<file path="config.mk">
export PLATFORM = sky130hd
export DESIGN_NAME = dma_svc_ctrl
export DESIGN_NICKNAME = d
export VERILOG_FILES = /design/src/rtl/dma_svc_pkg.sv /design/src/rtl/dma_addr_cnt.sv /design/src/rtl/dma_svc_fsm.sv /design/src/rtl/dma_svc_ctrl.sv
export SDC_FILE = /design/constraint.sdc
export NUM_CORES = 1
export LEC_CHECK = 0
export BUFFER_PORTS_ARGS = -buffer_cell sky130_fd_sc_hd__buf_4
export CORE_MARGIN = 5
export CORE_UTILIZATION = 52
export DETAILED_ROUTE_END_ITERATION = 6
export HOLD_SLACK_MARGIN = 0.1
export PLACE_DENSITY = 0.89
export SLEW_MARGIN = 20
export SYNTH_ARGS = -nofsm -noshare
export SYNTH_HDL_FRONTEND = slang
export SYNTH_SLANG_ARGS = --single-unit
</file>
<file path="constraint.sdc">
create_clock -name clk -period 2.54 [get_ports clk]
set_clock_uncertainty 0.2 [all_clocks]
set_input_delay 0.127 -clock clk [delete_from_list [all_inputs] [get_ports clk]]
set_output_delay 0.127 -clock clk [all_outputs]
set_load 0.005 [all_outputs]
</file>
<file path="src/rtl/dma_svc_pkg.sv">
package dma_svc_pkg;
  parameter int unsigned DMA_AW = 16;
  parameter int unsigned DMA_CW = 16;

  typedef logic [DMA_AW-1:0] addr_t;
  typedef logic [DMA_CW-1:0] cnt_t;

  typedef enum logic [1:0] {
    XM_SINGLE = 2'b00,
    XM_BLOCK  = 2'b01,
    XM_DEMAND = 2'b10,
    XM_RSVD   = 2'b11
  } xfer_mode_e;

  function automatic addr_t step_addr(input addr_t a, input logic dec);
    return dec ? addr_t'(a - addr_t'(1)) : addr_t'(a + addr_t'(1));
  endfunction

  function automatic cnt_t step_cnt(input cnt_t c);
    return cnt_t'(c - cnt_t'(1));
  endfunction

  function automatic logic will_roll(input cnt_t c);
    return (c == '0);
  endfunction
endpackage

</file>
<file path="src/rtl/dma_addr_cnt.sv">
module dma_addr_cnt
  import dma_svc_pkg::*;
(
  input  logic  clk,
  input  logic  rst_n,
  input  logic  load_i,
  input  logic  reload_i,
  input  logic  step_i,
  input  logic  dec_i,
  input  addr_t base_addr_i,
  input  cnt_t  base_cnt_i,
  output addr_t cur_addr_o,
  output cnt_t  cur_cnt_o,
  output logic  rollover_o
);
  addr_t addr_q;
  cnt_t  cnt_q;

  always_ff @(posedge clk or negedge rst_n) begin
    if (!rst_n) begin
      addr_q <= '0;
      cnt_q  <= '0;
    end else if (load_i || reload_i) begin
      addr_q <= base_addr_i;
      cnt_q  <= base_cnt_i;
    end else if (step_i) begin
      addr_q <= step_addr(addr_q, dec_i);
      cnt_q  <= step_cnt(cnt_q);
    end
  end

  assign cur_addr_o = addr_q;
  assign cur_cnt_o  = cnt_q;
  assign rollover_o = will_roll(cnt_q);


  cnt_dec_chk: assert property (@(posedge clk) disable iff (!rst_n)
    (step_i && !reload_i && !load_i) |=> (cnt_q == cnt_t'($past(cnt_q) - 1'b1)));


  addr_step_chk: assert property (@(posedge clk) disable iff (!rst_n)
    (step_i && !reload_i && !load_i && !dec_i) |=> (addr_q == addr_t'($past(addr_q) + 1'b1)));


  idle_hold_chk: assert property (@(posedge clk) disable iff (!rst_n)
    (!step_i && !reload_i && !load_i) |=> $stable(cnt_q) && $stable(addr_q));
endmodule

</file>
<file path="src/rtl/dma_svc_fsm.sv">
module dma_svc_fsm
  import dma_svc_pkg::*;
(
  input  logic       clk,
  input  logic       rst_n,
  input  logic       req_i,
  input  logic       done_i,
  input  logic       eop_ext_i,
  input  logic [1:0] mode_i,
  input  logic       autoinit_i,
  input  logic       load_i,
  input  logic       rollover_i,
  output logic       svc_o,
  output logic       step_o,
  output logic       reload_o,
  output logic       eop_o,
  output logic       tc_o,
  output logic       masked_o
);
  xfer_mode_e mode;
  logic svc_q, mask_q, tc_q;
  logic tc_hit, last_xfer, start_svc;

  assign mode      = xfer_mode_e'(mode_i);
  assign step_o    = svc_q && done_i;
  assign tc_hit    = step_o && rollover_i;
  assign eop_o     = step_o && (rollover_i || eop_ext_i);
  assign reload_o  = eop_o && autoinit_i;
  assign start_svc = !svc_q && req_i && !mask_q && !load_i;

  always_comb begin
    unique case (mode)
      XM_BLOCK:  last_xfer = eop_o;
      XM_DEMAND: last_xfer = eop_o || !req_i;
      default:   last_xfer = 1'b1;
    endcase
  end

  always_ff @(posedge clk or negedge rst_n) begin
    if (!rst_n) begin
      svc_q  <= 1'b0;
      mask_q <= 1'b0;
      tc_q   <= 1'b0;
    end else begin
      if (start_svc)                 svc_q <= 1'b1;
      else if (step_o && last_xfer)  svc_q <= 1'b0;
      if (load_i) begin
        mask_q <= 1'b0;
        tc_q   <= 1'b0;
      end else if (tc_hit) begin
        tc_q <= 1'b1;
        if (!autoinit_i) mask_q <= 1'b1;
      end
    end
  end

  assign svc_o    = svc_q;
  assign tc_o     = tc_q;
  assign masked_o = mask_q;


  single_release_chk: assert property (@(posedge clk) disable iff (!rst_n)
    (step_o && (mode == XM_SINGLE)) |=> !svc_q);


  block_hold_chk: assert property (@(posedge clk) disable iff (!rst_n)
    (svc_q && (mode == XM_BLOCK) && !(done_i && (rollover_i || eop_ext_i))) |=> svc_q);


  eop_on_xfer_chk: assert property (@(posedge clk) disable iff (!rst_n)
    eop_o |-> (done_i && svc_q));


  masked_idle_chk: assert property (@(posedge clk) disable iff (!rst_n)
    (mask_q && !svc_q && !load_i) |=> !svc_q);


  tc_sticky_chk: assert property (@(posedge clk) disable iff (!rst_n)
    (tc_q && !load_i) |=> tc_q);
endmodule

</file>
<file path="src/rtl/dma_svc_ctrl.sv">
module dma_svc_ctrl
  import dma_svc_pkg::*;
(
  input  logic              clk,
  input  logic              rst_n,
  input  logic              req_i,
  input  logic              xfer_done_i,
  input  logic              eop_ext_i,
  input  logic [1:0]        mode_i,
  input  logic              addr_dec_i,
  input  logic              autoinit_i,
  input  logic              load_i,
  input  logic [DMA_AW-1:0] base_addr_i,
  input  logic [DMA_CW-1:0] base_cnt_i,
  output logic              svc_active_o,
  output logic [DMA_AW-1:0] cur_addr_o,
  output logic [DMA_CW-1:0] cur_cnt_o,
  output logic              tc_o,
  output logic              eop_o,
  output logic              masked_o
);
  logic step_w, reload_w, rollover_w;

  dma_svc_fsm u_fsm (
    .clk        (clk),
    .rst_n      (rst_n),
    .req_i      (req_i),
    .done_i     (xfer_done_i),
    .eop_ext_i  (eop_ext_i),
    .mode_i     (mode_i),
    .autoinit_i (autoinit_i),
    .load_i     (load_i),
    .rollover_i (rollover_w),
    .svc_o      (svc_active_o),
    .step_o     (step_w),
    .reload_o   (reload_w),
    .eop_o      (eop_o),
    .tc_o       (tc_o),
    .masked_o   (masked_o)
  );

  dma_addr_cnt u_ctr (
    .clk         (clk),
    .rst_n       (rst_n),
    .load_i      (load_i),
    .reload_i    (reload_w),
    .step_i      (step_w),
    .dec_i       (addr_dec_i),
    .base_addr_i (base_addr_i),
    .base_cnt_i  (base_cnt_i),
    .cur_addr_o  (cur_addr_o),
    .cur_cnt_o   (cur_cnt_o),
    .rollover_o  (rollover_w)
  );


  autoinit_reload_chk: assert property (@(posedge clk) disable iff (!rst_n)
    (reload_w && !load_i) |=> (cur_addr_o == $past(base_addr_i)) && (cur_cnt_o == $past(base_cnt_i)) && !masked_o);
endmodule

</file>
* Yosys cells after proc, flatten, opt, wreduce, memory -nomap -nowiden
Index checks and enable logic that the tools add are counted.
** Word-level totals
- Flip-flop bits (word level) :: 35
- Input port bits :: 42
- Output and inout bits :: 36
- Logic and storage cells :: 44
** Cells by class
- Add/subtract/negate cells :: 3
- Equality and inequality tests :: 3
- Mux-type cells :: 13
- Reduce and logical (&&, ||, !) cells :: 20
** Operators with widths (count)
- $mux 16 :: 5
- $sub 16x1->16 const B :: 2
- $add 16x1->16 const B :: 1
- $logic_not 16->1 :: 1
- $logic_and 1x1->1 :: 8
- $mux 1 :: 7
- $reduce_bool 2->1 :: 3
- $logic_not 1->1 :: 4
- $logic_or 1x1->1 :: 3
- $eq 2x1->1 const B :: 1
- $eq 2x2->1 const B :: 1
- $ne 2x1->1 const B :: 1
- $pmux 1 s2 :: 1
- $reduce_and 2->1 :: 1

* Logic depth before layout (Yosys ltp)
- Depth after elaboration :: 8
- Gate-level depth with buffers :: 10
- Gate-level depth less buffers :: 8

* By module
Synthesis repeated with hierarchy kept, for this count alone.
** Second synthesis, totals
- Cells, all modules :: 278
- Area, all modules :: 2459.9 µm²
** By module, submodules not included
- dma_addr_cnt :: instances 1, cells an instance 254, area each 2257.2 µm², seq. area each 800.8 µm²
- dma_svc_fsm :: instances 1, cells an instance 24, area each 202.7 µm², seq. area each 75.1 µm²

* Worst setup path after synthesis
OpenSTA, ideal clock, no wires.
- Path type :: flip-flop to flip-flop
- Start :: reg u_ctr.addr_q[4], in the netlist u_ctr.cur_addr_o[4]
- End :: reg u_ctr.addr_q[15], in the netlist u_ctr.cur_addr_o[15]
- Library setup time :: 65 ps
- Arrival time :: 2116 ps
- Required time :: 2275 ps
- Path slack :: 159 ps
- Stages on the path, launching flop included :: 8
- Path buffers :: 0
- Path through :: dfrtp_1 -> ha_1 -> a21o_1 -> a21o_1 -> o311a_1 -> or4_1 -> o2111a_1 -> nand2_1
** Between the ends
- Longest elaborated chain between the ends :: 4
- Elaborated cells between the ends (all ways) :: 5
** Ends and longest elaborated chain
- start: declaration :: RTL line dma_addr_cnt.sv:16 : addr_t addr_q;
- start signal: assignment :: RTL line dma_addr_cnt.sv:24 : addr_q <= base_addr_i;
- start signal: assignment :: RTL line dma_addr_cnt.sv:27 : addr_q <= step_addr(addr_q, dec_i);
- $add 16x1->16 or $sub 16x1->16 (tied branches) :: RTL line dma_svc_pkg.sv:16 : return dec ? addr_t'(a - addr_t'(1)) : addr_t'(a + addr_t'(1));
- $mux 16 (*) :: RTL line dma_svc_pkg.sv:16
- $mux 16 (*) :: RTL line dma_addr_cnt.sv:26 : end else if (step_i) begin
- $mux 16 (*) :: RTL line dma_addr_cnt.sv:23 : end else if (load_i || reload_i) begin
Every way passes the cells marked *; elsewhere a longest branch is shown, timed or not. The select of a mux whose other input is x is not followed.
A chain may end at the register's enable or synchronous reset.

* Worst setup path after layout
- Start :: reg u_ctr.cnt_q[0], in the netlist u_ctr.cur_cnt_o[0]
- End :: out eop_o
** Between the ends
- Longest elaborated chain between the ends :: 3
** Ends and longest elaborated chain
- start: declaration :: RTL line dma_addr_cnt.sv:17 : cnt_t cnt_q;
- start signal: assignment :: RTL line dma_addr_cnt.sv:25 : cnt_q <= base_cnt_i;
- start signal: assignment :: RTL line dma_addr_cnt.sv:28 : cnt_q <= step_cnt(cnt_q);
- $logic_not 16->1 :: RTL line dma_svc_pkg.sv:24 : return (c == '0);
- $logic_or 1x1->1 :: RTL line dma_svc_fsm.sv:27 : assign eop_o = step_o && (rollover_i || eop_ext_i);
- $logic_and 1x1->1 :: RTL line dma_svc_fsm.sv:27
- end: declaration :: RTL line dma_svc_ctrl.sv:19 : output logic eop_o,
No other way between the ends.

==> results.toml <==
[worst_setup_path]
crit_type = "flop to primary output"
cp.arrival_ps = 2130
cp_common_cell = "buf_4"
slowest_stage = "dfrtp_1"
cp.required_ps = 2210
critPathBufInv = 3
cp_max_fo = 5
crit_chain = "inv_1, ha_1, nor3b_1, nand4bb_4, buf_4, a21oi_1, buf_4"
rr_worst_depth = 7
r2r_end = "u_ctr.cur_addr_o[15]$_DFFE_PN0P_"
max_stage_delay_ps = 450
regToRegStartpoint = "u_ctr.cur_addr_o[4]$_DFFE_PN0P_"
endpoint_kind = "primary output"
r2r_slack_ps = 90
path_delay_family = "simple AND/OR/NAND/NOR gates"
critPathLaunchType = "flop"

[grt]
grt_max_degree = 36
grt_pass1_vias = 2975
overflow = 0
grt_usage = 0.278
antenna_found_initial = 0
grt_pass1_wl_um = 14000

[layout]
final_cell_mix = "89 x buf_4, 45 x nand2_1, 38 x dlygate4sd3_1"
area_growth_pct = 47.1
fin_nets = 491
drive_above_1_share = 0.246
fin_util = 0.794
antenna_cells = 0
final_common_cell = "buf_4"

[timing]
relSlewSlack = 0.648
worst_hold_slack_ps = 118
finalCritPeriodShare = 0.968
finalSetupViolCount = 0
hold_viol = 0
timing.setup.tns_ps = 0
report.final.slew_viol_count = 0
rsz0062_at_grt = "false"
finalCriticalPeriod_ps = 2460
tightest_slew_ps = 523
fmax_mhz = 407

[synthesis]
synth_area_um2 = 2570
yosysWarningCount = 0
avgSynthCellArea_um2 = 8.36
synthMuxAreaShare = 0
synth_xor_area_frac = 0.0785
synthesis.nets = 368
ys_seq_elements = 35
synth_simple_gate_area_frac = 0.221
synth_adder_area_share = 0.0955
ys_types = 47
synth_compound_area_frac = 0.225
syn_inst = 307
synth_top_family_by_area = "compound AO/OA/AOI/OAI gates"
seq_area_frac_synth = 0.341

[route]
viasPerCell = 5.85
drc_errors = 0
wire_per_inst_um = 17.2
ant_nets = 0
drt_wl_total_um = 8590
drtPass1Iterations = 5
drt-initial-drc-count = 380
num_vias = 2914

[placement]
hpwl_um = 5440
portBuffers = 77
globalplace.congestion = 0.888

[power_and_ir_drop]
vdd_drop_max_uv = 307
pwr_density_cell_nw_per_um2 = 539
leakage_nw = 1.77

[job]
cap_violations = 0

[clock_network]
clk_pin_slew_ps = 80
cts_tree = "built"
root_buffer = "clkbuf_8"
h-tree-depth = 2
worstSkewPairLatency_ps = 300
cts_buffers = 5
clkSinkCount = 35
cts_max_path_buffers = 2

[die]
initial_core_util = 0.540
core_area_um2 = 4750
die_h_um = 80.3
io_pins = 78
fp.dieW_um = 80.3
dieArea_um2 = 6440
num_rows = 25

[run_status]
status = "finished clean"

[min_path]
hold_path_class = "input pin to async pin"
==> power breakdown <==
group | internal (mW) | switching [mW] | total, mW
Combinational | 0.438 | 0.455 | 0.892
Sequential | 0.634 | 0.0985 | 0.733
Clock | 0.192 | 0.219 | 0.411
Total | 1.26 | 0.772 | 2.04
==> per-stage QoR <==
| step | instance area, um^2 | setup slack, ps | total power, mW | instances |
|---|---|---|---|---|
| after floorplan | 2570 | 159 | 1.19 | 307 |
| after global placement | 3270 | 119 | 1.49 | 451 |
| after detailed placement | 3270 | 70.0 | 1.52 | 451 |
| after CTS | 3730 | 23.8 | 1.97 | 497 |
| after global routing | 3780 | 13.8 | 2.16 | 498 |
| final | 3780 | 81.7 | 2.04 | 498 |
==> worst max-delay path by stage <==
stage / from / endpoint / cells after the start
finish: u_ctr.cur_cnt_o[0]$_DFFE_PN0P_ / eop_o / 7
global route: u_ctr.cur_addr_o[0]$_DFFE_PN0P_ / u_ctr.cur_addr_o[12]$_DFFE_PN0P_ / 8
CTS: u_ctr.cur_cnt_o[13]$_DFFE_PN0P_ / eop_o / 5
detailed placement: u_ctr.cur_addr_o[4]$_DFFE_PN0P_ / u_ctr.cur_addr_o[15]$_DFFE_PN0P_ / 7
global placement: u_ctr.cur_addr_o[4]$_DFFE_PN0P_ / u_ctr.cur_addr_o[15]$_DFFE_PN0P_ / 7
floorplan: u_ctr.cur_addr_o[4]$_DFFE_PN0P_ / u_ctr.cur_addr_o[15]$_DFFE_PN0P_ / 7
==> registers in the layout, indices dropped and copies added (netlist names) <==
signal,cells
u_fsm.svc_o,1
u_ctr.cur_cnt_o,16
u_ctr.cur_addr_o,16
u_fsm.masked_o,1
u_fsm.tc_o,1
==> kinds of logic (layout without fill, tap and decap cells) <==
logic type / after synthesis / count (layout)
XOR/XNOR: 23 / 23
adder cells (fa/ha/maj): 19 / 19
AND/OR/NAND/NOR: 119 / 119
AO/OA/AOI/OAI: 89 / 89
flip-flops: 35 / 35
buffers and inverters: 22 / 146
==> cell usage after synthesis, drive strengths merged <==
cell      n  area [um^2]
or3       5         31.3
inv      10         37.5
o211a     2         20.0
a21o      8         60.1
ha       18          225
a31oi     5         46.3
fa        1         20.0
o41ai     1         8.76
nor2     22         82.6
nor3     10         50.1
o211ai    8         65.1
o221ai    1         8.76
o21ai    29          156
o2111ai   1         8.76
nor3b     1         7.51
nand4bb   1         11.3
nor4      3         18.8
nand2    45          169
o21bai    1         7.51
and2      2         12.5
dfrtp    35          876
o311ai    1         8.76
o21a      2         15.0
or4       6         48.8
a21oi    26          130
xor2      8         70.1
o311a     1         10.0
nand2b    1         6.26
buf       7         42.5
nor2b     2         12.5
nand4     1         6.26
xnor2    15          131
nand3    15         75.1
clkbuf    5         20.0
and3      5         36.3
a41oi     1         8.76
o2111a    1         11.3
a2111o    1         11.3
==> area by class of cell <==
type	count	area, um^2
clock buffers	6	72.6
clock inverters	2	12.5
fillers	301	977
inverters	10	37.5
multi-input cells	250	1630
flip-flops and latches	35	876
well taps	67	83.8
repair buffers	128	1070
==> metal layers <==
layer  vias up  track usage  wire (um)
met1      1359        0.338       3400
met2       164        0.469       4240
met3        41       0.0471        593
li1       1350            -          -
met4         0        0.140        354
met5         -            0          0
==> timing repair <==
action	in CTS	in global routing
setup buffers	0	1
hold buffers	38	0
hold endpoints to repair	70	0
setup endpoints to repair	0	7
gates resized for setup	0	5
No activity file was read; power rests on OpenSTA's default activity.
